--- config.mk ---
export PLATFORM = sky130hd
export DESIGN_NAME = gpio16_edge_port
export DESIGN_NICKNAME = d
export VERILOG_FILES = /design/src/rtl/gpio16_pkg.sv /design/src/rtl/gpio16_sync.sv /design/src/rtl/gpio16_regs.sv /design/src/rtl/gpio16_evt.sv /design/src/rtl/gpio16_edge_port.sv
export SDC_FILE = /design/constraint.sdc
export NUM_CORES = 1
export LEC_CHECK = 0
export ABC_AREA = 1
export BUFFER_PORTS_ARGS = -buffer_cell sky130_fd_sc_hd__buf_2
export CAP_MARGIN = 20
export CORE_MARGIN = 10
export CORE_UTILIZATION = 45
export CTS_CLUSTER_SIZE = 30
export DETAILED_ROUTE_END_ITERATION = 10
export PLACE_DENSITY = 0.81
export SYNTH_ARGS = -nofsm -noshare
export SYNTH_HDL_FRONTEND = slang
export SYNTH_SLANG_ARGS = --single-unit
export TNS_END_PERCENT = 50
--- constraint.sdc ---
create_clock -name clk -period 1.1 [get_ports clk]
set_input_delay 0 -clock clk [delete_from_list [all_inputs] [get_ports clk]]
set_output_delay 0 -clock clk [all_outputs]
set_load 0.02 [all_outputs]
--- src/rtl/gpio16_pkg.sv ---
// Package: register offsets and shared constants for the 16-line GPIO port.
// Assumes byte addressing with one 32-bit slot per register.
package gpio16_pkg;
    localparam int GP_ADDR_W = 8;

    typedef enum logic [GP_ADDR_W-1:0] {
        OFS_DIN  = 8'h00,
        OFS_DOUT = 8'h04,
        OFS_DIR  = 8'h08,
        OFS_EDGE = 8'h0C,
        OFS_MASK = 8'h10,
        OFS_STAT = 8'h14,
        OFS_PEN  = 8'h18
    } gp_ofs_e;
endpackage

--- src/rtl/gpio16_sync.sv ---
// Module: multi-stage pin synchronizer that also keeps the previous
// synchronized level, so edges can be found downstream.
// Assumes STAGES >= 2; all flops reset to zero.
module gpio16_sync #(
    parameter int W      = 16,
    parameter int STAGES = 2
) (
    input  logic         clk,
    input  logic         rst_n,
    input  logic [W-1:0] pin_raw,
    output logic [W-1:0] pin_now,
    output logic [W-1:0] pin_last
);
    logic [STAGES-1:0][W-1:0] stg_q;
    logic [W-1:0]             last_q;

    // Shift raw pins through the synchronizer chain.
    always_ff @(posedge clk) begin
        if (!rst_n) begin
            stg_q <= '0;
        end else begin
            stg_q[0] <= pin_raw;
            for (int s = 1; s < STAGES; s++) begin
                stg_q[s] <= stg_q[s-1];
            end
        end
    end

    // Keep the synchronized level of the previous cycle.
    always_ff @(posedge clk) begin
        if (!rst_n) last_q <= '0;
        else        last_q <= stg_q[STAGES-1];
    end

    assign pin_now  = stg_q[STAGES-1];
    assign pin_last = last_q;
endmodule

--- src/rtl/gpio16_regs.sv ---
// Module: register file and address decode. It holds output data,
// direction, edge select, mask and pin enable, and generates the
// status write-one-to-clear strobe. Reads are combinational on address.
// Assumes DW > W; only offsets in gpio16_pkg are defined.
module gpio16_regs
    import gpio16_pkg::*;
#(
    parameter int W  = 16,
    parameter int DW = 32
) (
    input  logic                 clk,
    input  logic                 rst_n,
    input  logic                 bus_sel,
    input  logic                 bus_we,
    input  logic [GP_ADDR_W-1:0] bus_addr,
    input  logic [DW-1:0]        bus_wdata,
    output logic [DW-1:0]        bus_rdata,
    input  logic [W-1:0]         pin_now,
    input  logic [W-1:0]         stat,
    output logic [W-1:0]         dout,
    output logic [W-1:0]         dir,
    output logic [W-1:0]         edge_sel,
    output logic [W-1:0]         mask,
    output logic [W-1:0]         pen,
    output logic                 clr_en,
    output logic [W-1:0]         clr_bits
);
    localparam int PAD = DW - W;

    logic         wr;
    logic [W-1:0] wval;
    logic [W-1:0] rval;
    logic         unused_hi;

    assign wr        = bus_sel & bus_we;
    assign wval      = bus_wdata[W-1:0];
    assign unused_hi = ^bus_wdata[DW-1:W];
    assign clr_en    = wr && (bus_addr == OFS_STAT);
    assign clr_bits  = wval;

    // Update the writable configuration registers on a decoded write.
    always_ff @(posedge clk) begin
        if (!rst_n) begin
            dout     <= '1;
            dir      <= '1;
            edge_sel <= '1;
            mask     <= '1;
            pen      <= '1;
        end else if (wr) begin
            case (bus_addr)
                OFS_DOUT: dout     <= wval;
                OFS_DIR:  dir      <= wval;
                OFS_EDGE: edge_sel <= wval;
                OFS_MASK: mask     <= wval;
                OFS_PEN:  pen      <= wval;
                default:  ;
            endcase
        end
    end

    // Select the read value for the current offset.
    always_comb begin
        case (bus_addr)
            OFS_DIN:  rval = pin_now & pen;
            OFS_DOUT: rval = dout;
            OFS_DIR:  rval = dir;
            OFS_EDGE: rval = edge_sel;
            OFS_MASK: rval = mask;
            OFS_STAT: rval = stat;
            OFS_PEN:  rval = pen;
            default:  rval = '0;
        endcase
    end

    assign bus_rdata = {{PAD{1'b0}}, rval};

    // a write to the read-only or an undefined offset leaves all config unchanged
    a_r8_ignored_write: assert property (@(posedge clk) disable iff (!rst_n)
        (wr && !(bus_addr inside {OFS_DOUT, OFS_DIR, OFS_EDGE, OFS_MASK, OFS_PEN}))
        |=> ($stable(dout) && $stable(dir) && $stable(edge_sel)
             && $stable(mask) && $stable(pen)));
endmodule

--- src/rtl/gpio16_evt.sv ---
// Module: per-line edge qualification and the sticky status register.
// A qualifying edge wins over a same-cycle clear. irq is the OR of status.
// Assumes pin_now/pin_last come from the synchronizer.
module gpio16_evt #(
    parameter int W = 16
) (
    input  logic         clk,
    input  logic         rst_n,
    input  logic [W-1:0] pin_now,
    input  logic [W-1:0] pin_last,
    input  logic [W-1:0] dir,
    input  logic [W-1:0] edge_sel,
    input  logic [W-1:0] mask,
    input  logic         clr_en,
    input  logic [W-1:0] clr_bits,
    output logic [W-1:0] stat,
    output logic         irq
);
    logic [W-1:0] hit;
    logic [W-1:0] clr_eff;

    // One qualifier per line: polarity select, input direction, unmasked.
    for (genvar i = 0; i < W; i++) begin : g_line
        logic rise_i, fall_i;
        assign rise_i = pin_now[i] & ~pin_last[i];
        assign fall_i = ~pin_now[i] & pin_last[i];
        assign hit[i] = dir[i] & ~mask[i] & (edge_sel[i] ? rise_i : fall_i);
    end

    assign clr_eff = clr_en ? clr_bits : '0;

    // Sticky status: clear requested bits, then set new hits on top.
    always_ff @(posedge clk) begin
        if (!rst_n) stat <= '0;
        else        stat <= (stat & ~clr_eff) | hit;
    end

    assign irq = |stat;

    // a newly set status bit needs an input-configured, unmasked line
    a_r5_qualified_only: assert property (@(posedge clk) disable iff (!rst_n)
        ((stat & ~$past(stat) & ($past(mask) | ~$past(dir))) == '0));

    // a newly set status bit needs a level change on that line
    a_r4_needs_change: assert property (@(posedge clk) disable iff (!rst_n)
        ((stat & ~$past(stat) & ~($past(pin_now) ^ $past(pin_last))) == '0));

    // with no clear, the request cannot drop
    a_r6_irq_hold: assert property (@(posedge clk) disable iff (!rst_n)
        (irq && !clr_en) |=> irq);

    // a hit coinciding with its clear leaves the bit set
    a_r7_event_wins: assert property (@(posedge clk) disable iff (!rst_n)
        ((hit & clr_eff) != '0) |=> ((stat & $past(hit & clr_eff)) == $past(hit & clr_eff)));

    // a cleared bit with no coinciding hit reads zero next cycle
    a_r6_clear_works: assert property (@(posedge clk) disable iff (!rst_n)
        clr_en |=> ((stat & $past(clr_bits & ~hit)) == '0));
endmodule

--- src/rtl/gpio16_edge_port.sv ---
// Module: top of the 16-line GPIO port. It ties together the synchronizer,
// the register file and the edge/status logic, and drives pin outputs.
// Assumes a single clock and synchronous active-low reset.
module gpio16_edge_port
    import gpio16_pkg::*;
#(
    parameter int W      = 16,
    parameter int DW     = 32,
    parameter int STAGES = 2
) (
    input  logic                 clk,
    input  logic                 rst_n,
    input  logic                 bus_sel,
    input  logic                 bus_we,
    input  logic [GP_ADDR_W-1:0] bus_addr,
    input  logic [DW-1:0]        bus_wdata,
    output logic [DW-1:0]        bus_rdata,
    input  logic [W-1:0]         pin_in,
    output logic [W-1:0]         pin_out,
    output logic [W-1:0]         pin_oe,
    output logic                 irq
);
    logic [W-1:0] pin_now, pin_last;
    logic [W-1:0] dout, dir, edge_sel, mask, pen, stat, clr_bits;
    logic         clr_en;

    gpio16_sync #(.W(W), .STAGES(STAGES)) u_sync (
        .clk(clk), .rst_n(rst_n), .pin_raw(pin_in),
        .pin_now(pin_now), .pin_last(pin_last)
    );

    gpio16_regs #(.W(W), .DW(DW)) u_regs (
        .clk(clk), .rst_n(rst_n),
        .bus_sel(bus_sel), .bus_we(bus_we), .bus_addr(bus_addr),
        .bus_wdata(bus_wdata), .bus_rdata(bus_rdata),
        .pin_now(pin_now), .stat(stat),
        .dout(dout), .dir(dir), .edge_sel(edge_sel), .mask(mask), .pen(pen),
        .clr_en(clr_en), .clr_bits(clr_bits)
    );

    gpio16_evt #(.W(W)) u_evt (
        .clk(clk), .rst_n(rst_n),
        .pin_now(pin_now), .pin_last(pin_last),
        .dir(dir), .edge_sel(edge_sel), .mask(mask),
        .clr_en(clr_en), .clr_bits(clr_bits),
        .stat(stat), .irq(irq)
    );

    // Output lines drive their data; input lines are released.
    assign pin_oe  = ~dir;
    assign pin_out = dout & ~dir;
endmodule

==> Word level (Yosys, flattened, before mapping) <==
Index checks and enable logic that the tools add are counted.
{ "totals": {"elab_cells": 160, "reg_bits": 144} }
{ "classes": {"n_reduce_logical": 8, "bitwise": 119, "eq_ne": 6, "muxes": 18} }
{ "ops": {"columns": ["op", "n"], "rows": [
  ["$pmux W16 S7", 1],
  ["$and A1 B1 Y1", 65],
  ["$and A16 B16 Y16", 3],
  ["$not A1 Y1", 48],
  ["$not A16 Y16", 2],
  ["$eq A8 B5 Y1 const B", 3],
  ["$eq A8 B4 Y1 const B", 2],
  ["$mux W1", 16],
  ["$mux W16", 1],
  ["$or A16 B16 Y16", 1],
  ["$reduce_or A16 Y1", 1],
  ["$reduce_and A2 Y1", 5],
  ["$eq A8 B3 Y1 const B", 1],
  ["$logic_not A8 Y1", 1],
  ["$logic_and A1 B1 Y1", 1]
]} }

==> Logic depth before layout (Yosys ltp) <==
Gate-level depths: netlist (run 1).
{ "depth": {"word_depth": 6, "depth_mapped": 10} }

==> By module <==
A second synthesis (run 1) with hierarchy kept.
{ "unflattened": {"cells_unflattened": 1104, "hier_area_um2": 7362.1} }
{ "by_module_without_submodules": {"columns": ["module", "cells_per_inst", "area_per_inst_um2", "seq_area_each_um2", "instances"], "rows": [
  ["gpio16_regs", 652, 4332.9, 1601.5, 1],
  ["gpio16_sync", 165, 1481.4, 960.9, 1],
  ["gpio16_evt", 239, 1327.5, 320.3, 1],
  ["gpio16_edge_port", 48, 220.2, 0.0, 1]
]} }

==> Worst setup path before layout (run 1) <==
OpenSTA, ideal clock, no wires.
{ "synth_path": {"kind": "in2reg", "from": "input bus_sel", "to": "register u_evt.stat[10]", "cell_stages": 7, "path_buffers": 2, "arrival_time_ps": 918, "slack_ps": 49, "setup_time_ps": 132, "t_required_ps": 968, "path_cell_list": "nand2_1 > inv_1 > buf_2 > buf_1 > nand4_1 > nand2_1 > a21oi_1"} }
{ "synth_via": {"elab_chain_cells": 6} }
{ "synth_lines": {"columns": ["item", "line", "source"], "rows": [
  ["start: declaration", "gpio16_edge_port.sv:13", "input logic bus_sel,"],
  ["$and A1 B1 Y1", "gpio16_regs.sv:35", "assign wr = bus_sel & bus_we;"],
  ["$logic_and A1 B1 Y1", "gpio16_regs.sv:38", "assign clr_en = wr && (bus_addr == OFS_STAT);"],
  ["$mux W16", "gpio16_evt.sv:30", "assign clr_eff = clr_en ? clr_bits : '0;"],
  ["$not A16 Y16", "gpio16_evt.sv:35", "else stat <= (stat & ~clr_eff) | hit;"],
  ["$and A16 B16 Y16", "gpio16_evt.sv:35", null],
  ["$or A16 B16 Y16", "gpio16_evt.sv:35", null],
  ["end signal: assignment", "gpio16_evt.sv:35", null],
  ["end: declaration", "gpio16_evt.sv:16", "output logic [W-1:0] stat,"]
]} }
No other way between the ends.
A chain may end at the register's enable or synchronous reset.

==> Worst setup path after layout (run 1) <==
{ "layout_path": {"from": "register u_evt.stat[2]", "to": "output irq"} }
{ "layout_via": {"elab_chain_cells": 1} }
{ "layout_lines": {"columns": ["item", "line", "source"], "rows": [
  ["$reduce_or A16 Y1", "gpio16_evt.sv:38", "assign irq = |stat;"],
  ["end: declaration", "gpio16_edge_port.sv:21", "output logic irq"]
]} }
No other way between the ends.

==> summary.txt, run 1 <==
Pwr
  – Max VDD drop: 1.17 mV
  – Power density over cell area: roughly 1300 mW/mm^2
  – Leakage power: 5.09 nW

STA
  – Post-route clock period utilization: 1.37
  – Fmax: 664 MHz
  – Endpoints failing hold: 0
  – Slew @ Worst Pin: roughly 0.63 ns
  – Clock skew: 0.00671 ns
  – Final min period: 1.51 ns
  – Fin. max-slew vios: 0
  – Slew headroom: 0.576
  – Final setup violation count: 20
  – RSZ-0062 raised after global routing: true
  – Setup ws final: -0.406 ns

Worst setup path
  – R2r setup slk: roughly 0.04 ns
  – Crit Path Max Fanout: 2
  – RR Endpoint: u_evt.stat[4]
  – R2R depth: 5
  – Worst Setup Start Kind: flop
  – Path type of the worst setup path: flop to output pin
  – Critical path required time: roughly 1.1 ns
  – Slowest stage delay, CP: between 0.3 and 0.4 ns
  – Family with the most delay on the worst path: simple AND/OR/NAND/NOR gates
  – CP max-delay cell: dfxtp_2
  – CP Buf/Inv Count: 2
  – CP Launch Point: u_evt.stat[2]
  – Cell Chain, Critical Path: nor4_2 > buf_4 > nand4_1 > buf_6
  – RR Startpoint: u_regs.dir[4]
  – Worst path depth: 4
  – Worst Setup End Kind: output pin
  – Worst setup path endpoint: irq
  – Worst endpoint data arrival time: 1.51 ns

Clocking
  – Root Buffer: clkbuf_16
  – Clock slew at reported path FFs: about 0.06 ns
  – CTS Sinks: ~140
  – Num CTS Buffers: 17
  – Worst-skew pair later-pin latency: ~0.42 ns
  – CTS H-tree lvls: 4
  – Clk buf depth: 2
  – CTS tree: yes

Logic synthesis
  – FFs w/ async S/R, synth: 0
  – YS warnings: 0
  – Share of Yosys cell area claimed by the top area cell type: 0.440
  – Post-synth EDFFs: 0
  – Ys flop type: dfxtp_1
  – Post-Syn Area: 0.00655 mm^2
  – Synth area leader: dfxtp_1
  – Sequential area share after synthesis: 0.440
  – Seq cells post-synth: around 140
  – Most common cell in the netlist: nand2_1
  – Synth unique cells: 26
  – Synthesized instance count: 980
  – Synth top area cells: dfxtp_1 44%, nand2_1 22%, nand3_1 7.4%
  – Most instantiated cells after synthesis: 389 x nand2_1, 144 x dfxtp_1, 103 x inv_1
  – Average cell area after synthesis: 6.68 um^2

Final layout
  – Nets: roughly 1,200
  – Layout cells sized above 1: 0.309
  – Cell area after layout: 0.00947 mm^2
  – Post-route insts no fill: approximately 1,400
  – P&R area growth vs syn: 44.6%

Global routing
  – Number of global-route vias before repair: roughly 6,500
  – Antenna violations before repair: 1
  – Pin count of the biggest net entering global routing: just under 60
  – All-Layer GR Usage: 0.198
  – Total grt overflow: 0
  – First-pass GRT wire length: approximately 32 mm

Drt
  – DR DRC count: 0
  – Antenna Nets Post-Route: 0
  – Via/cell ratio: approximately 5
  – Routed WL per cell: 15.5 um
  – DRT Pass-1 Iters: 5
  – Via count: 6,978
  – Number of DRC markers in iteration 0: between 600 and 700
  – Final WL: between 20 and 25 mm

Min path
  – Hold Path Class: primary input to flop

Placement
  – Dpl cell area: about 0.0075 mm^2
  – Gpl congestion: ~1.0
  – PortBufs: 92
  – Dpl cells: ~1,300
  – Post-DP HPWL: around 14 mm

Die
  – Floorplan row count: 44
  – Starting Density: 0.456
  – DIE AREA: ~0.020 mm^2
  – Chip height: between 100 and 150 um
  – I/O Pins: 125
  – Chip width: approximately 140 um
  – CORE AREA: 0.0144 mm^2

Job
  – Max-cap violations: 0

Run status
  – Status: complete, but fails checks
  – Failing checks: negative setup slack
## cells by family after synthesis
logic type | after synthesis | share of synthesized area
and+or+nand+nor | 622 | 0.411
buffers and inverters | 165 | 0.112
DFF | 144 | 0.440
AOI/OAI and AO/OA | 48 | 0.0367
other | 1 | 0.000573
## stage by stage
stage | hold slack, ns | power (mW) | setup WS [ns] | setup TNS [ns] | utilization
after floorplan | 0.0976 | 5.77 | 0.0493 | 0 | -
after CTS | 0.175 | 11.9 | -0.413 | -3.34 | 0.617
after global placement | 0.185 | 5.99 | -0.200 | -10.34 | 0.522
after detailed placement | 0.184 | 6.00 | -0.204 | -12.14 | 0.522
final | 0.178 | 11.9 | -0.406 | -3.07 | 0.659
after global routing | 0.217 | 12.3 | -0.453 | -4.03 | 0.659
## power by group
| group | switching [mW] | total, mW | leakage [nW] | internal (mW) |
|---|---|---|---|---|
| Combinational | 0.455 | 0.783 | 3.64 | 0.329 |
| Sequential | 0.0444 | 5.33 | 1.16 | 5.29 |
| Clock | 2.18 | 5.83 | 0.288 | 3.65 |
| Total | 2.68 | 11.9 | 5.09 | 9.27 |
## routing by layer
layer / track usage / up-vias / share of wire / wire length, um
li1: - / 3389 / - / -
met1: 0.249 / 3140 / 0.40 / 8510
met2: 0.311 / 379 / 0.46 / 9840
met3: 0.0460 / 70 / 0.10 / 2150
met4: 0.0978 / 0 / 0.036 / 757
met5: 0 / - / 0 / 0
## worst min path at each step
| stage | slack, ns | cells after the start | to | startpoint |
|---|---|---|---|---|
| global placement | 0.18 | 3 | u_sync.stg_q[13] | pin_in[13] |
| CTS | 0.17 | 7 | u_evt.stat[1] | bus_we |
| global route | 0.22 | 4 | u_sync.pin_now[1] | rst_n |
| detailed placement | 0.18 | 3 | u_sync.stg_q[5] | pin_in[5] |
| finish | 0.18 | 4 | u_sync.pin_now[0] | rst_n |
| floorplan | 0.1 | 2 | u_sync.stg_q[0] | pin_in[0] |
## worst reg2reg max path, stage by stage, from the launching register on
cell	delay, ns
dfxtp_2	0.34
buf_6	0.11
inv_2	0.04
nor2_1	0.18
nand3b_1	0.11
a21oi_1	0.18
## area by class of cell
class,instances,area (um^2)
timing repair buffer,213,1970
tap,184,230
multi-input combinational,687,3260
clock buffer,20,457
sequential,144,2980
fill,1142,4900
clock inverter,10,138
antenna,1,2.50
inverter,111,430
## cells in the final DEF, fill, tap and decap left out, types with 2 or more instances in the layout
cell | netlist | final
nand4_1 | 17 | 17
nand2_2 | 3 | 34
buf_2 | 14 | 52
buf_6 | 4 | 46
nand3_1 | 97 | 94
clkbuf_8 | 0 | 2
dfxtp_4 | 0 | 3
dfxtp_1 | 144 | 73
dfxtp_2 | 0 | 68
o21ai_0 | 16 | 15
nand3_4 | 1 | 2
nor2_1 | 82 | 61
conb_1 | 1 | 16
clkbuf_16 | 0 | 19
clkinv_4 | 0 | 2
buf_12 | 0 | 14
nor2_2 | 2 | 14
nor2_4 | 5 | 14
bufinv_16 | 0 | 3
buf_4 | 17 | 52
inv_4 | 0 | 3
nand2_4 | 2 | 6
a21oi_1 | 32 | 31
nor4_1 | 4 | 2
nand3_2 | 2 | 4
dlygate4sd3_1 | 0 | 46
clkinv_2 | 2 | 5
nand2_1 | 389 | 354
nand3b_1 | 16 | 16
clkinvlp_4 | 0 | 3
inv_1 | 103 | 91
inv_2 | 6 | 14
## flip-flops by register name, indices dropped and copies added, names as in the netlist
name	cells
u_regs.pen	16
u_evt.stat	16
u_regs.edge_sel	16
u_regs.dout	16
u_sync.pin_now	16
u_sync.pin_last	16
u_sync.stg_q	16
u_regs.dir	16
u_regs.mask	16
## timing repair
item | in CTS | in global routing
cloned | 0 | 3
endpoints found under the setup margin | 19 | 55
buffers inserted | 12 | 16
resized for setup | 87 | 174
endpoints found under the hold margin | 105 | 0
hold buffers | 47 | 0
pin swaps | 36 | 54
Power figures use the tool's default switching activity.
==> inputs of run 2 (changes only) <==
==> constraint.sdc (replaced) <==
create_clock -name clk -period 1.29 [get_ports clk]
set_input_delay 0 -clock clk [delete_from_list [all_inputs] [get_ports clk]]
set_output_delay 0 -clock clk [all_outputs]
set_load 0.02 [all_outputs]
==> run 2 against run 1 <==
Sequential power decreased by 15%. Die area unchanged. Largest cell class unchanged. Critical path depth unchanged. Power decreased by 17%. Clock-buffer cell count increased by 2. Highest routed layer unchanged. Register-to-register slack improved by 0.23 ns. Global-route usage decreased by 0.79 points. Largest power group unchanged. The run still ends with negative setup slack left. Design area decreased by 8.4%. Core utilization decreased by 5.5 points.
==> summary.txt, run 2 (synthesized netlist as in run 1, its figures left out) <==
Run status
  – Status: complete, but fails checks (unchanged)
  – Failing checks: negative setup slack (unchanged)

Final layout
  – Multi-input gate area: 0.00306 mm^2 (was 0.00326 mm^2)
  – Layout cells sized above 1: 0.205 (was 0.309)
  – # fillers: 1,260 (was 1,142)
  – P&R area growth vs syn: 32.5% (was 44.6%)
  – Nets: 1,194 (was 1,234)
  – Flip-flop and latch area: 0.00293 mm^2 (was 0.00298 mm^2)
  – Cell area after layout: 0.00868 mm^2 (was 0.00947 mm^2)
  – Most frequent cells in the layout: 383 x nand2_1, 108 x dfxtp_1, 103 x inv_1 (was 354 x nand2_1, 94 x nand3_1, 91 x inv_1)
  – Commonest non-fill, non-tap cell in the layout: nand2_1 (unchanged)

Clocking
  – Clock slew at reported path FFs: 0.06 ns (about the same)
  – Num CTS Buffers: 17 (unchanged)
  – CTS Sinks: 144 (unchanged)
  – Worst-skew pair later-pin latency: 0.42 ns (about the same)
  – Clk buf depth: 2 (unchanged)
  – CTS H-tree lvls: 4 (unchanged)
  – CTS tree: yes (unchanged)
  – Root Buffer: clkbuf_16 (unchanged)

Placement
  – Post-DP HPWL: 13.3 mm (was 14.1 mm)
  – Setup WS pre-CTS: -0.00732 ns (was -0.204 ns)
  – PortBufs: 92 (unchanged)
  – Gpl congestion: 0.984 (was 0.996)
  – Dpl cell area: 0.00736 mm^2 (was 0.00751 mm^2)

STA
  – Setup ws final: -0.227 ns (was -0.406 ns)
  – RSZ-0062 raised after global routing: true (unchanged)
  – Final setup violation count: 2 (was 20)
  – Fmax: around 660 MHz
  – Fin. max-slew vios: 0 (unchanged)
  – Clock skew: 0.00706 ns (was 0.00671 ns)
  – Endpoints failing hold: 0 (unchanged)
  – Final min period: ~1.5 ns
  – Post-route setup TNS: -0.381 ns (was -3.07 ns)
  – Post-route clock period utilization: 1.18

Global routing
  – First-pass GRT wire length: 30.9 mm (was 32.2 mm)
  – Total grt overflow: 0 (unchanged)
  – All-Layer GR Usage: 0.190 (was 0.198)
  – Number of global-route vias before repair: 6,249 (was 6,486)
  – Antenna violations before repair: 0 (was 1)
  – Pin count of the biggest net entering global routing: 64 (was 58)

Drt
  – Routed WL per cell: 14.4 um (was 15.5 um)
  – Number of DRC markers in iteration 0: 543 (was 698)
  – Via count: 6,589 (was 6,978)
  – Final WL: 19.2 mm (was 21.3 mm)
  – Antenna Nets Post-Route: 0 (unchanged)
  – DRT Pass-1 Iters: 5 (unchanged)
  – DR DRC count: 0 (unchanged)
  – Via/cell ratio: 4.95 (was 5.09)

Worst setup path
  – R2r setup slk: 0.27 ns (was 0.04 ns)
  – RR Endpoint: u_evt.stat[15] (was u_evt.stat[4])
  – RR Startpoint: u_regs.dir[15] (was u_regs.dir[4])
  – Crit Path Max Fanout: 3 (was 2)
  – Worst endpoint data arrival time: 1.52 ns (was 1.51 ns)
  – Worst Setup Start Kind: flop (unchanged)
  – CP Launch Point: u_evt.stat[1] (was u_evt.stat[2])
  – Worst Setup End Kind: output pin (unchanged)
  – Worst setup path endpoint: irq (unchanged)
  – R2R depth: 4 (was 5)
  – Critical path required time: 1.29 ns (was 1.10 ns)
  – Path type of the worst setup path: flop to output pin (unchanged)

Die
  – I/O Pins: 125 (unchanged)
  – DIE AREA: 0.0198 mm^2 (unchanged)
  – Chip width: 141 um (unchanged)
  – Chip height: 141 um (unchanged)
  – Starting Density: 0.456 (unchanged)
  – Floorplan row count: 44 (unchanged)
  – CORE AREA: 0.0144 mm^2 (unchanged)

Pwr
  – Power density over cell area: 1150 mW/mm^2 (was 1260 mW/mm^2)
  – Leakage power: 4.84 nW (was 5.09 nW)
  – Max VDD drop: 1.10 mV (was 1.17 mV)
  – Total Power: 9.94 mW (was 11.9 mW)

Job
  – Max-cap violations: 0 (unchanged)

Min path
  – Hold Path Class: primary input to flop (unchanged)
-- run 2: worst min path at each step --
| stage | startpoint | to | slack, ns | depth (start not counted) |
|---|---|---|---|---|
| 2_1_floorplan | pin_in[0] | u_sync.stg_q[0] | 0.1 | 2 |
| 3_3_place_gp | pin_in[14] | u_sync.stg_q[14] | 0.18 | 3 |
| 3_5_place_dp | pin_in[0] | u_sync.stg_q[0] | 0.18 | 3 |
| 4_1_cts | rst_n | u_regs.edge_sel[0] | 0.1 | 3 |
| 5_1_grt | rst_n | u_regs.pen[3] | 0.13 | 3 |
| 6_report | rst_n | u_regs.edge_sel[0] | 0.10 | 3 |
-- run 2: cell type report --
type / count / area share
inverters: 111 / 0.0483
diodes: 1 / 0.000288
well taps: 184 / 0.0265
clock inverters: 10 / 0.0128
repair buffers: 174 / 0.168
flip-flops and latches: 144 / 0.338
clock buffers: 22 / 0.0535
multi-input cells: 686 / 0.353
-- run 2: per-stage QoR --
stage | utilization | cells | hold WS, ns
4_1_cts | 0.588 | 1323 | 0.0962
5_1_grt | 0.604 | 1331 | 0.125
2_1_floorplan | - | 995 | 0.0976
3_5_place_dp | 0.512 | 1244 | 0.183
3_3_place_gp | 0.512 | 1244 | 0.184
6_report | 0.604 | 1332 | 0.102
-- run 2: worst max-delay path, cell delays in order (launching register included) --
cell and delay, ns:
dfxtp_1 0.34, nor4_2 0.26, buf_4 0.16, nand4_1 0.13, buf_4 0.20
-- run 2: power breakdown --
part | switching [mW] | internal [mW]
clock | 1.87 | 2.93
sequential | 0.0362 | 4.51
combinational | 0.356 | 0.237
total | 2.26 | 7.68
-- run 2: timing repair --
action | in CTS | in global routing
cloned | 0 | 1
hold buffers | 46 | 0
pin swaps | 1 | 19
gates resized for setup | 18 | 61
setup buffers | 1 | 7
setup endpoints to repair | 10 | 17
endpoints found under the hold margin | 105 | 0
-- run 2: layer usage --
layer | vias up | track usage | part of all wire
li1 | 3311 | - | -
met1 | 2972 | 0.242 | 0.43
met2 | 272 | 0.302 | 0.47
met3 | 34 | 0.0437 | 0.083
met4 | 0 | 0.0804 | 0.018
met5 | - | 0 | 0
